### src/rtl/scan_pkg.sv
package scan_pkg;
    typedef enum logic {
        S_DWELL  = 1'b0,
        S_SAMPLE = 1'b1
    } scan_state_t;
endpackage

### src/rtl/scan_seq.sv
module scan_seq
    import scan_pkg::*;
#(
    parameter int N_CH  = 16,
    parameter int DWELL = 32,
    localparam int AW   = $clog2(N_CH),
    localparam int DW_W = $clog2(DWELL)
) (
    input  logic          clk_i,
    input  logic          rst_ni,
    output logic [AW-1:0] sel_o,
    output logic          strobe_o
);
    scan_state_t state_q, state_d;
    logic [DW_W-1:0] dwell_q;

    always_comb begin
        state_d = state_q;
        unique case (state_q)
            S_DWELL:  if (dwell_q == DW_W'(DWELL - 2)) state_d = S_SAMPLE; // DWELL_DONE
            S_SAMPLE: state_d = S_DWELL;                                    // NEXT_CH
        endcase
    end

    always_ff @(posedge clk_i or negedge rst_ni) begin
        if (!rst_ni) state_q <= S_DWELL;
        else         state_q <= state_d;
    end

    always_ff @(posedge clk_i or negedge rst_ni) begin
        if (!rst_ni) begin
            dwell_q <= '0;
            sel_o   <= '0;
        end else if (state_q == S_SAMPLE) begin
            dwell_q <= '0;
            sel_o   <= (sel_o == AW'(N_CH - 1)) ? '0 : sel_o + 1'b1;
        end else begin
            dwell_q <= dwell_q + 1'b1;
        end
    end

    assign strobe_o = (state_q == S_SAMPLE);

    AST_SEL_STEP: assert property (@(posedge clk_i) disable iff (!rst_ni)
        strobe_o |=> (sel_o == (($past(sel_o) == AW'(N_CH - 1)) ? '0 : $past(sel_o) + 1'b1)));
    AST_SEL_HOLD: assert property (@(posedge clk_i) disable iff (!rst_ni)
        !strobe_o |=> $stable(sel_o));
endmodule

### src/rtl/sync2.sv
module sync2 (
    input  logic clk_i,
    input  logic rst_ni,
    input  logic d_i,
    output logic q_o
);
    logic meta_q;
    always_ff @(posedge clk_i or negedge rst_ni) begin
        if (!rst_ni) begin
            meta_q <= 1'b0;
            q_o    <= 1'b0;
        end else begin
            meta_q <= d_i;
            q_o    <= meta_q;
        end
    end
endmodule

### src/rtl/deb_bank.sv
module deb_bank #(
    parameter int N_CH   = 16,
    parameter int STABLE = 4096,
    localparam int AW    = $clog2(N_CH),
    localparam int CW    = $clog2(STABLE)
) (
    input  logic            clk_i,
    input  logic            rst_ni,
    input  logic            strobe_i,
    input  logic [AW-1:0]   ch_i,
    input  logic            sample_i,
    output logic [N_CH-1:0] level_o
);
    logic [CW-1:0] cnt_mem [N_CH];
    logic [CW-1:0] rd_cnt;
    logic          cur_lvl;

    assign rd_cnt  = cnt_mem[ch_i];
    assign cur_lvl = level_o[ch_i];

    always_ff @(posedge clk_i or negedge rst_ni) begin
        if (!rst_ni) begin
            for (int i = 0; i < N_CH; i++) cnt_mem[i] <= '0;
            level_o <= '0;
        end else if (strobe_i) begin
            if (sample_i == cur_lvl) begin
                cnt_mem[ch_i] <= '0;
            end else if (rd_cnt == CW'(STABLE - 1)) begin
                cnt_mem[ch_i] <= '0;
                level_o[ch_i] <= sample_i;
            end else begin
                cnt_mem[ch_i] <= rd_cnt + 1'b1;
            end
        end
    end

    AST_CNT_RANGE: assert property (@(posedge clk_i) disable iff (!rst_ni)
        strobe_i |-> (rd_cnt <= CW'(STABLE - 1)));
    AST_ONE_FLIP: assert property (@(posedge clk_i) disable iff (!rst_ni)
        $countones(level_o ^ $past(level_o)) <= 1);
    AST_AGREE_HOLD: assert property (@(posedge clk_i) disable iff (!rst_ni)
        (strobe_i && (sample_i == cur_lvl)) |=> $stable(level_o));
endmodule

### src/rtl/upd_gen.sv
module upd_gen #(
    parameter int N_CH     = 16,
    parameter int UPD_CLKS = 1000000,
    localparam int TW      = $clog2(UPD_CLKS)
) (
    input  logic            clk_i,
    input  logic            rst_ni,
    input  logic [N_CH-1:0] level_i,
    output logic [N_CH-1:0] level_o,
    output logic [N_CH-1:0] changed_o,
    output logic            update_o
);
    logic [TW-1:0] tmr_q;
    logic          tick;

    assign tick = (tmr_q == TW'(UPD_CLKS - 1));

    always_ff @(posedge clk_i or negedge rst_ni) begin
        if (!rst_ni) tmr_q <= '0;
        else         tmr_q <= tick ? '0 : tmr_q + 1'b1;
    end

    always_ff @(posedge clk_i or negedge rst_ni) begin
        if (!rst_ni) begin
            level_o   <= '0;
            changed_o <= '0;
            update_o  <= 1'b0;
        end else begin
            update_o <= tick;
            if (tick) begin
                level_o   <= level_i;
                changed_o <= level_i ^ level_o;
            end
        end
    end

    AST_UPD_PULSE: assert property (@(posedge clk_i) disable iff (!rst_ni)
        update_o |=> !update_o);
    AST_OUT_HOLD: assert property (@(posedge clk_i) disable iff (!rst_ni)
        !update_o |-> ($stable(level_o) && $stable(changed_o)));
endmodule

### src/rtl/mux_debounce_scanner.sv
module mux_debounce_scanner #(
    parameter int N_CH     = 16,
    parameter int DWELL    = 32,
    parameter int STABLE   = 4096,
    parameter int UPD_CLKS = 1000000,
    localparam int AW      = $clog2(N_CH)
) (
    input  logic            clk_i,
    input  logic            rst_ni,
    output logic [AW-1:0]   mux_sel_o,
    input  logic            mux_line_i,
    output logic [N_CH-1:0] level_o,
    output logic [N_CH-1:0] changed_o,
    output logic            update_o
);
    logic            strobe;
    logic            line_s;
    logic [N_CH-1:0] accepted;

    scan_seq #(.N_CH(N_CH), .DWELL(DWELL)) u_seq (
        .clk_i(clk_i), .rst_ni(rst_ni), .sel_o(mux_sel_o), .strobe_o(strobe)
    );

    sync2 u_sync (
        .clk_i(clk_i), .rst_ni(rst_ni), .d_i(mux_line_i), .q_o(line_s)
    );

    deb_bank #(.N_CH(N_CH), .STABLE(STABLE)) u_bank (
        .clk_i(clk_i), .rst_ni(rst_ni), .strobe_i(strobe), .ch_i(mux_sel_o),
        .sample_i(line_s), .level_o(accepted)
    );

    upd_gen #(.N_CH(N_CH), .UPD_CLKS(UPD_CLKS)) u_upd (
        .clk_i(clk_i), .rst_ni(rst_ni), .level_i(accepted),
        .level_o(level_o), .changed_o(changed_o), .update_o(update_o)
    );
endmodule

### config.mk
export PLATFORM = sky130hd
export DESIGN_NAME = mux_debounce_scanner
export DESIGN_NICKNAME = d
export VERILOG_FILES = /design/src/rtl/scan_pkg.sv /design/src/rtl/scan_seq.sv /design/src/rtl/sync2.sv /design/src/rtl/deb_bank.sv /design/src/rtl/upd_gen.sv /design/src/rtl/mux_debounce_scanner.sv
export SDC_FILE = /design/constraint.sdc
export NUM_CORES = 1
export LEC_CHECK = 0
export ABC_CLOCK_PERIOD_IN_PS = 4300
export BUFFER_PORTS_ARGS = -buffer_cell sky130_fd_sc_hd__buf_2
export CAP_MARGIN = 15
export CORE_UTILIZATION = 62
export CTS_BUF_LIST = sky130_fd_sc_hd__clkbuf_16
export CTS_CLUSTER_SIZE = 40
export DETAILED_ROUTE_END_ITERATION = 7
export PLACE_DENSITY = 0.79
export SYNTH_ARGS = -nofsm -noshare
export SYNTH_HDL_FRONTEND = slang
export SYNTH_SLANG_ARGS = --single-unit
export TNS_END_PERCENT = 5
### constraint.sdc
create_clock -name clk_i -period 4.3 [get_ports clk_i]
set_input_delay 0 -clock clk_i [delete_from_list [all_inputs] [get_ports clk_i]]
set_output_delay 0 -clock clk_i [all_outputs]
set_load 0.01 [all_outputs]
==> results of run 1 <==
-- cells in the final DEF (no fill, tap or decap), drive strengths merged, types with 5 or more instances in the layout --
cell type    n
nand2      286
dfrtp      273
o21ai      166
buf         79
mux4        55
nor2        38
o31ai       33
nand3       30
clkbuf      29
xnor2       28
nor3        18
a22o        16
a22oi       16
mux2        16
clkinv      16
xor2        15
inv         10
ha           8
nand4        6
and3         5
-- power breakdown --
part / total [mW] / internal, mW / switching [mW]
Combinational: 0.0752 / 0.00982 / 0.0654
Sequential: 2.57 / 2.57 / 0.00301
Clock: 2.34 / 1.34 / 0.998
-- layer usage --
layer  vias to the layer above  global-route usage
li1                       4034                   -
met1                      4391               0.400
met2                       280               0.449
met5                         -                   0
met3                        82              0.0503
met4                         0               0.117
-- cells by family after synthesis --
family | count (synthesis)
and+or+nand+nor | 402
DFF | 273
AOI/OAI and AO/OA | 240
buffers and inverters | 93
muxes | 74
xor gates and xnor gates | 43
adders and majority gates | 8
-- worst min-delay path by stage --
stage | slack, ns | startpoint | endpoint | depth (start not counted)
floorplan | -0.30 | rst_ni | u_bank.cnt_mem[0] | 0
global placement | 0.11 | mux_line_i | u_sync.meta_q | 1
detailed placement | 0.11 | mux_line_i | u_sync.meta_q | 1
CTS | 0.1 | mux_line_i | u_sync.meta_q | 2
global route | 0.13 | mux_line_i | u_sync.meta_q | 2
finish | 0.13 | mux_line_i | u_sync.meta_q | 2
-- per-stage QoR --
| stage | utilization | setup slack (ns) |
|---|---|---|
| floorplan | - | 1.25 |
| global placement | 0.649 | 0.734 |
| detailed placement | 0.649 | 0.653 |
| CTS | 0.694 | 0.609 |
| global route | 0.694 | 0.407 |
| finish | 0.694 | 0.579 |
-- worst max-delay path, cell delays in order (launching register included) --
cell     delay (ns)
dfrtp_2        0.77
buf_4          0.28
mux4_1         0.57
a22oi_1        0.21
nand2_1        0.15
ha_1           0.28
nand3_4        0.15
nor3_1         0.09
o21ai_1        0.80
o21ai_0        0.24
-- flip-flops by register name (all words and copies together), names as in the netlist --
name	count
u_upd.changed_o	16
u_sync.q_o	1
u_bank.level_o	16
u_seq.dwell_q	5
u_sync.meta_q	1
u_upd.tmr_q	20
u_bank.cnt_mem	192
u_seq.sel_o	4
u_upd.level_o	16
u_upd.update_o	1
u_seq.strobe_o	1
-- timing repair --
item / 4_1_cts / 5_1_grt
buffers inserted: 0 / 0
hold buffers: 2 / 0
resized for setup: 0 / 0
hold endpoints to repair: 113 / 0
-- final cells by class --
type	count	area, µm²
flip-flops and latches	273	6830
fillers	1442	6240
multi-input cells	767	5480
clock buffers	29	726
repair buffers	81	551
well taps	270	338
clock inverters	23	161
inverters	8	31.3
==> run metrics, run 1 <==
Leak=6.47 nW; top post-synthesis cells by count=nand2_1, dfrtp_1, o21ai_0; post-synthesis xor/xnor area fraction=0.0308; CTS tree=built; area grow syn2layout=9.14%; Finished Layout Cells=1451; highest clock rate=0.269 GHz; worst setup path end=u_bank.cnt_mem[6]; Top Ports=40; EDFF count, synth=0; Root Buffer=clkbuf_16; Vias=8787; # clock sinks=273; cell total after placement=1397; vias in the first global route=8997; DRT Pass-1 Iters=5; M1 WL=12.3 mm; Adder-Cell Fraction of Synth Area=0.00773; Die Ht=146 µm; Area contributors post-synth=dfrtp_1, nand2_1, mux4_2; Total Wirelength=29.0 mm; gr usage total=0.286; DRC viols=0; hold_ws=0.128 ns; layout cells sized above 1=0.213; Reg2Reg Capture Point=u_bank.cnt_mem[6]; routability cong.=0.814; Top FF cell, synth=dfrtp_1; Post-Syn Nets=1144; largest net degree at the start of global routing=117; Starting DRT DRC Count=706; RSZ-0062 raised after global routing=no; Worst Skew=0.00813 ns; Tot Pwr=4.98 mW; diode count=0; Core Rows=52; Post-synth ARST share=1.00; setup TNS=0 ns; CP arrival=4.09 ns; critical setup path kind=reg -> reg; Power per Cell Area=353 nW/µm²; Compound-Gate Fraction of Synth Area=0.131; Chip Width=146 µm; Netlist cell types=63; Initial Utilization=0.635; Syn Inst Count=1133; Routed Antenna Nets=0; total CTS buffers=28; Final setup viols=0; CP endpoint kind=flip-flop; HPWL after DPL=18.0 mm; H-Tree Depth=1; wire per inst=20.0 µm; first-pass GRT wire length=48.0 mm; Design Area, Final=14100 µm²; Syn Area/Cell=11.4 µm²; Worst-Margin Slew=1.04 ns; share of the synthesized area in the top cell type=0.528; Req. time, crit path=4.67 ns; final critical-path share of the clock period=0.865; core footprint=20400 µm²; nets@finish=1170; critical path startpoint=u_seq.sel_o[0]; Area after DPL=13200 µm²; Max Cap Violations=0; Reg clk slew, reported paths=0.06 ns; largest family of logic cells by synthesized area=simple AND/OR/NAND/NOR gates; Clock Path Buffers=3; global route overflow=0; yosys warns=0; setup slack, reg-to-reg=0.58 ns; simple-gate area share of the yosys netlist=0.133; mux share of post-synthesis cell area=0.120; vias per cell=6.06; Syn Std Cell Area=12900 µm²; Worst slew margin=0.304; IO Port Bufs=39; Yosys reg bits=273; met3 WL=1.84 mm; die footprint=21500 µm²; IR drop worst, VDD=366 µV; Skew-Pair Late Insertion Delay=0.54 ns; post-synthesis sequential area ratio=0.528; R2R depth=9; minimum clock period after layout=3.72 ns; met2 wire length=13.8 mm; CP Max Fanout=18; Startpoint Class=flip-flop; Slew Limit Fails=0; top sig layer=met4; initial antenna violation count=0; Synth area leader=dfrtp_1; launch point of the worst reg-to-reg path=u_seq.sel_o[0]; status=complete, no violations; Hold Crit Class=in -> reg; Hold Violations, Final=0; count leader, synth=nand2_1
No activity file was read; power rests on OpenSTA's default activity.
==> run 2, diff against run 1 <==
--- a/config.mk
+++ b/config.mk
@@ -12,7 +12,9 @@
 export CTS_BUF_LIST = sky130_fd_sc_hd__clkbuf_16
 export CTS_CLUSTER_SIZE = 40
 export DETAILED_ROUTE_END_ITERATION = 7
+export MAX_ROUTING_LAYER = met4
 export PLACE_DENSITY = 0.79
+export SKIP_CTS_REPAIR_TIMING = 1
 export SYNTH_ARGS = -nofsm -noshare
 export SYNTH_HDL_FRONTEND = slang
 export SYNTH_SLANG_ARGS = --single-unit
==> run metrics, run 2 (same netlist as run 1, synthesis figures left out) <==
status=complete, no violations; Area after DPL=13200 µm² (unchanged); fill count=1442 (unchanged); DRC viols=0 (unchanged); most frequent cells in the layout=nand2_1, dfrtp_1, o21ai_0; global route overflow=0 (unchanged); first-pass GRT wire length=48.1 mm (about the same); CP max stage cell=o21ai_1; H-Tree Depth=1 (unchanged); Worst Skew=0.00882 ns (+0.000689 ns); Reg with most FFs=u_bank.cnt_mem; CP Max Fanout=18 (unchanged); Startpoint Class=flip-flop; gr usage total=0.295 (+0.00899); final critical-path share of the clock period=0.854 (-0.0113); CP peak stage delay=0.78 ns (-0.02 ns); Tot Pwr=4.98 mW (about the same); Core Rows=52 (unchanged); layout cells sized above 1=0.213 (unchanged); CP Cell Sequence=buf_4 > mux4_1 > a22oi_1 > nand2_1 > ha_1 > nand3_4 > nor3_1 > o21ai_1 > o21ai_0; Skew-Pair Late Insertion Delay=0.54 ns (about the same); commonest non-fill, non-tap cell in the layout=nand2_1; DRT Pass-1 Iters=5 (unchanged); setup TNS=0 ns (unchanged); hold_ws=0.129 ns (+0.000580 ns); vias per cell=6.07 (+0.16%); Hold Violations, Final=0 (unchanged); Req. time, crit path=4.67 ns (about the same); RSZ-0062 raised after global routing=no; highest clock rate=0.272 GHz (+1.3%); largest registers=u_bank.cnt_mem (192), u_upd.tmr_q (20); core footprint=20400 µm² (unchanged); Chip Width=146 µm (unchanged); critical setup path kind=reg -> reg; Power per Cell Area=353 nW/µm² (about the same); Slew Limit Fails=0 (unchanged); Initial Utilization=0.635 (unchanged); initial antenna violation count=0 (unchanged); vias in the first global route=8973 (-0.27%); Worst slew margin=0.327 (+0.0224); HPWL after DPL=18.0 mm (unchanged); CP endpoint kind=flip-flop; Final setup viols=0 (unchanged); Vias=8801 (+0.16%); area of the multi-input gates=5480 µm² (unchanged); Design Area, Final=14100 µm² (unchanged); Starting DRT DRC Count=741 (+5.0%); diode count=0 (unchanged); Reg area=6830 µm² (unchanged); Reg clk slew, reported paths=0.06 ns (about the same); nets@finish=1170 (unchanged); largest net degree at the start of global routing=117 (unchanged); Worst-Margin Slew=1.00 ns (-0.0333 ns); Max Cap Violations=0 (unchanged); IO Port Bufs=39 (unchanged); Hold Crit Class=in -> reg; wire per inst=20.0 µm (+0.16%); die footprint=21500 µm² (unchanged); Largest register FFs=192 (unchanged); CP arrival=4.04 ns (-0.05 ns); minimum clock period after layout=3.67 ns (-0.0484 ns); Root Buffer=clkbuf_16; routability cong.=0.826 (+1.5%); IR drop worst, VDD=366 µV (-0.11%); area grow syn2layout=9.14% (unchanged); Total Wirelength=29.0 mm (+0.16%); total CTS buffers=28 (unchanged); Clock Path Buffers=3 (unchanged); # clock sinks=273 (unchanged); Leak=6.47 nW (unchanged); setup slack, reg-to-reg=0.63 ns (+0.05 ns); Top Ports=40 (unchanged); CTS tree=built; Routed Antenna Nets=0 (unchanged); Die Ht=146 µm (unchanged)
run 2: cell counts in the layout (fill, tap and decap cells not counted):
Identical to the previous run, type by type.
run 2: stage by stage:
stage / cells / util / setup WS [ns]
floorplan: 1133 / - / 1.25
global placement: 1397 / 0.649 / 0.734
detailed placement: 1397 / 0.649 / 0.653
CTS: 1449 / 0.693 / 0.609
global route: 1451 / 0.694 / 0.411
finish: 1451 / 0.694 / 0.627
run 2: worst paths after layout:
kind	to	depth (start not counted)	startpoint
min in group asynchronous	u_upd.tmr_q[11]	2	rst_ni
max in group asynchronous	u_bank.cnt_mem[139]	3	rst_ni
max	u_bank.cnt_mem[6]	9	u_seq.sel_o[0]
min reg2reg	u_sync.q_o	0	u_sync.meta_q
min	u_sync.meta_q	2	mux_line_i
max reg2reg	u_bank.cnt_mem[6]	9	u_seq.sel_o[0]
run 2: worst max-delay path: cells and delay by family (launching register included):
| kind | cells | cell delay (ns) |
|---|---|---|
| adders and majority gates | 1 | 0.28 |
| and+or+nand+nor | 3 | 0.39 |
| AOI/OAI and AO/OA | 3 | 1.21 |
| muxes | 1 | 0.57 |
| DFF | 1 | 0.77 |
| buffers and inverters | 1 | 0.27 |
run 2: cell type report:
type                       count  area share
sequential                   273       0.484
multi-input combinational    767       0.388
inverter                       8     0.00221
clock inverter                23      0.0114
tap                          270      0.0239
timing repair buffer          81      0.0390
clock buffer                  29      0.0514
run 2: power breakdown:
part / switching (mW) / internal (mW) / leakage [nW] / total, mW
registers: 0.00300 / 2.57 / 3.78 / 2.57
logic: 0.0654 / 0.00982 / 2.24 / 0.0752
clock network: 0.997 / 1.34 / 0.444 / 2.33
run 2: per-layer routing:
layer	part of all wire	vias to the layer above	global-route usage
met5	0	-	-
met4	0.036	0	0.117
met3	0.063	87	0.0500
met2	0.48	304	0.448
met1	0.42	4377	0.401
li1	-	4033	-
==> run 3, diff against run 2 <==
--- a/config.mk
+++ b/config.mk
@@ -8,12 +8,11 @@
 export ABC_CLOCK_PERIOD_IN_PS = 4300
 export BUFFER_PORTS_ARGS = -buffer_cell sky130_fd_sc_hd__buf_2
 export CAP_MARGIN = 15
-export CORE_UTILIZATION = 62
+export CORE_UTILIZATION = 31
 export CTS_BUF_LIST = sky130_fd_sc_hd__clkbuf_16
 export CTS_CLUSTER_SIZE = 40
 export DETAILED_ROUTE_END_ITERATION = 7
 export MAX_ROUTING_LAYER = met4
-export PLACE_DENSITY = 0.79
 export SKIP_CTS_REPAIR_TIMING = 1
 export SYNTH_ARGS = -nofsm -noshare
 export SYNTH_HDL_FRONTEND = slang
==> run metrics, run 3 (same netlist as run 1, synthesis figures left out) <==
status=finished with violations; failing checks=design-rule violations; Power per Cell Area=345 nW/µm² (-2.1%); diode count=0 (unchanged); sw power=1.07 mW (+0.69%); Req. time, crit path=4.68 ns (about the same); minimum clock period after layout=3.60 ns (-0.0711 ns); DRT Pass-1 Iters=7 (+2); DRC viols=18 (+18); Hold Violations, Final=0 (unchanged); Routed Antenna Nets=0 (unchanged); met3 WL=1.34 mm (-27%); Clock power frac=0.468 (about the same); setup TNS=0 ns (unchanged); global route overflow=0 (unchanged); Starting DRT DRC Count=681 (-8.1%); Clock Path Buffers=3 (unchanged); CTS tree=built; # clock sinks=273 (unchanged); routability cong.=0.799 (-3.2%); H-Tree Depth=1 (unchanged); CP arrival=3.98 ns (-0.06 ns); logic gate share of total power=0.015 (about the same); Reg clk slew, reported paths=0.06 ns (about the same); Max Cap Violations=0 (unchanged); sw frac=0.215 (+0.00153); Slew Limit Fails=0 (unchanged); Vias=8452 (-4.0%); layout cells sized above 1=0.210 (-0.00352); Final setup viols=0 (unchanged); Worst-Margin Slew=0.980 ns (-0.0232 ns); final critical-path share of the clock period=0.838 (-0.0165); RSZ-0062 raised after global routing=no; most frequent cells in the layout=nand2_1, dfrtp_1, o21ai_0; met2 wire length=13.9 mm (+0.38%); highest clock rate=0.278 GHz (+2.0%); Root Buffer=clkbuf_16; largest registers=u_bank.cnt_mem (192), u_upd.tmr_q (20); Worst slew margin=0.347 (+0.0200); critical setup path kind=reg -> reg; Chip Width=206 µm (+41%); Design Area, Final=14400 µm² (+2.1%); core footprint=41000 µm² (+100%); Skew-Pair Late Insertion Delay=0.54 ns (about the same); Total Wirelength=29.8 mm (+2.8%); largest net degree at the start of global routing=126 (+7.7%); vias in the first global route=8329 (-7.2%); wire per inst=17.5 µm (-13%); top sig layer=met4; area grow syn2layout=11.4%; first-pass GRT wire length=48.2 mm (+0.32%); R2R depth=7 (-2); Startpoint Class=flip-flop; HPWL after DPL=18.3 mm (+1.8%); Initial Utilization=0.316 (-0.320); hold_ws=0.0932 ns (-0.0357 ns); initial antenna violation count=0 (unchanged); gr usage total=0.149 (-0.147); Hold Crit Class=in -> reg; Reg with most FFs=u_bank.cnt_mem; IR drop worst, VDD=270 µV (-26%); internal power=3.91 mW (-0.22%); Worst Skew=0.0134 ns (+0.00455 ns); total CTS buffers=28 (unchanged); nets@finish=1167 (-0.26%); Die Ht=206 µm (+41%); CP endpoint kind=flip-flop; Area after DPL=13500 µm² (+2.3%); Core Rows=74 (+42%); M1 WL=14.1 mm (+15%); CP Max Fanout=28 (+10); commonest non-fill, non-tap cell in the layout=nand2_1; IO Port Bufs=39 (unchanged); hold path cells=2 (unchanged); vias per cell=4.95 (-18%); Seq pwr share=0.517 (about the same); Largest register FFs=192 (unchanged); Leak=6.46 nW (-0.13%); die footprint=42600 µm² (+98%); Top Ports=40 (unchanged)
-- run 3: cell type report --
cell class | count | area (µm²)
Inverter | 8 | 31.3
Sequential cell | 273 | 6840
Clock inverter | 22 | 145
Fill cell | 4052 | 26600
Multi-Input combinational cell | 767 | 5490
Tap cell | 532 | 666
Clock buffer | 29 | 726
Timing Repair Buffer | 78 | 528
-- run 3: power by group through the flow --
| stage | logic (mW) | clock network [mW] | registers, mW |
|---|---|---|---|
| 6_report | 0.0754 | 2.33 | 2.57 |
| 3_3_place_gp | 0.0769 | 0 | 2.62 |
| 3_5_place_dp | 0.0779 | 0 | 2.62 |
| 4_1_cts | 0.0780 | 2.39 | 2.57 |
| 5_1_grt | 0.0881 | 2.48 | 2.57 |
| 2_1_floorplan | 0.0211 | 0 | 2.62 |
-- run 3: routing by layer --
layer,up-vias,global-route usage
met5,-,-
met4,0,0.0278
met3,35,0.0210
met2,176,0.228
met1,4204,0.210
li1,4037,-
-- run 3: worst paths after layout --
path                                  endpoint  slack, ns           start
min in group asynchronous      u_upd.tmr_q[12]       0.10          rst_ni
max                        u_bank.cnt_mem[181]       0.70  u_seq.sel_o[0]
min                              u_sync.meta_q       0.09      mux_line_i
min reg2reg                         u_sync.q_o       0.35   u_sync.meta_q
max in group asynchronous   u_bank.cnt_mem[65]       2.96          rst_ni
max reg2reg                u_bank.cnt_mem[181]       0.70  u_seq.sel_o[0]
-- run 3: through the flow --
stage | setup WS [ns] | power, mW | util | std cells
finish | 0.698 | 4.98 | 0.352 | 1709
global route | 0.468 | 5.14 | 0.352 | 1709
CTS | 0.660 | 5.04 | 0.351 | 1707
detailed placement | 0.703 | 2.70 | 0.330 | 1656
global placement | 0.746 | 2.70 | 0.330 | 1656
floorplan | 1.25 | 2.64 | - | 1133
-- run 3: critical path, cell delays in order, from the launching register on --
cell	delay, ns
dfrtp_4	0.78
mux4_1	0.63
mux4_2	0.53
xnor2_4	0.38
inv_2	0.13
o41ai_4	0.09
or2_1	0.67
o21ai_0	0.21
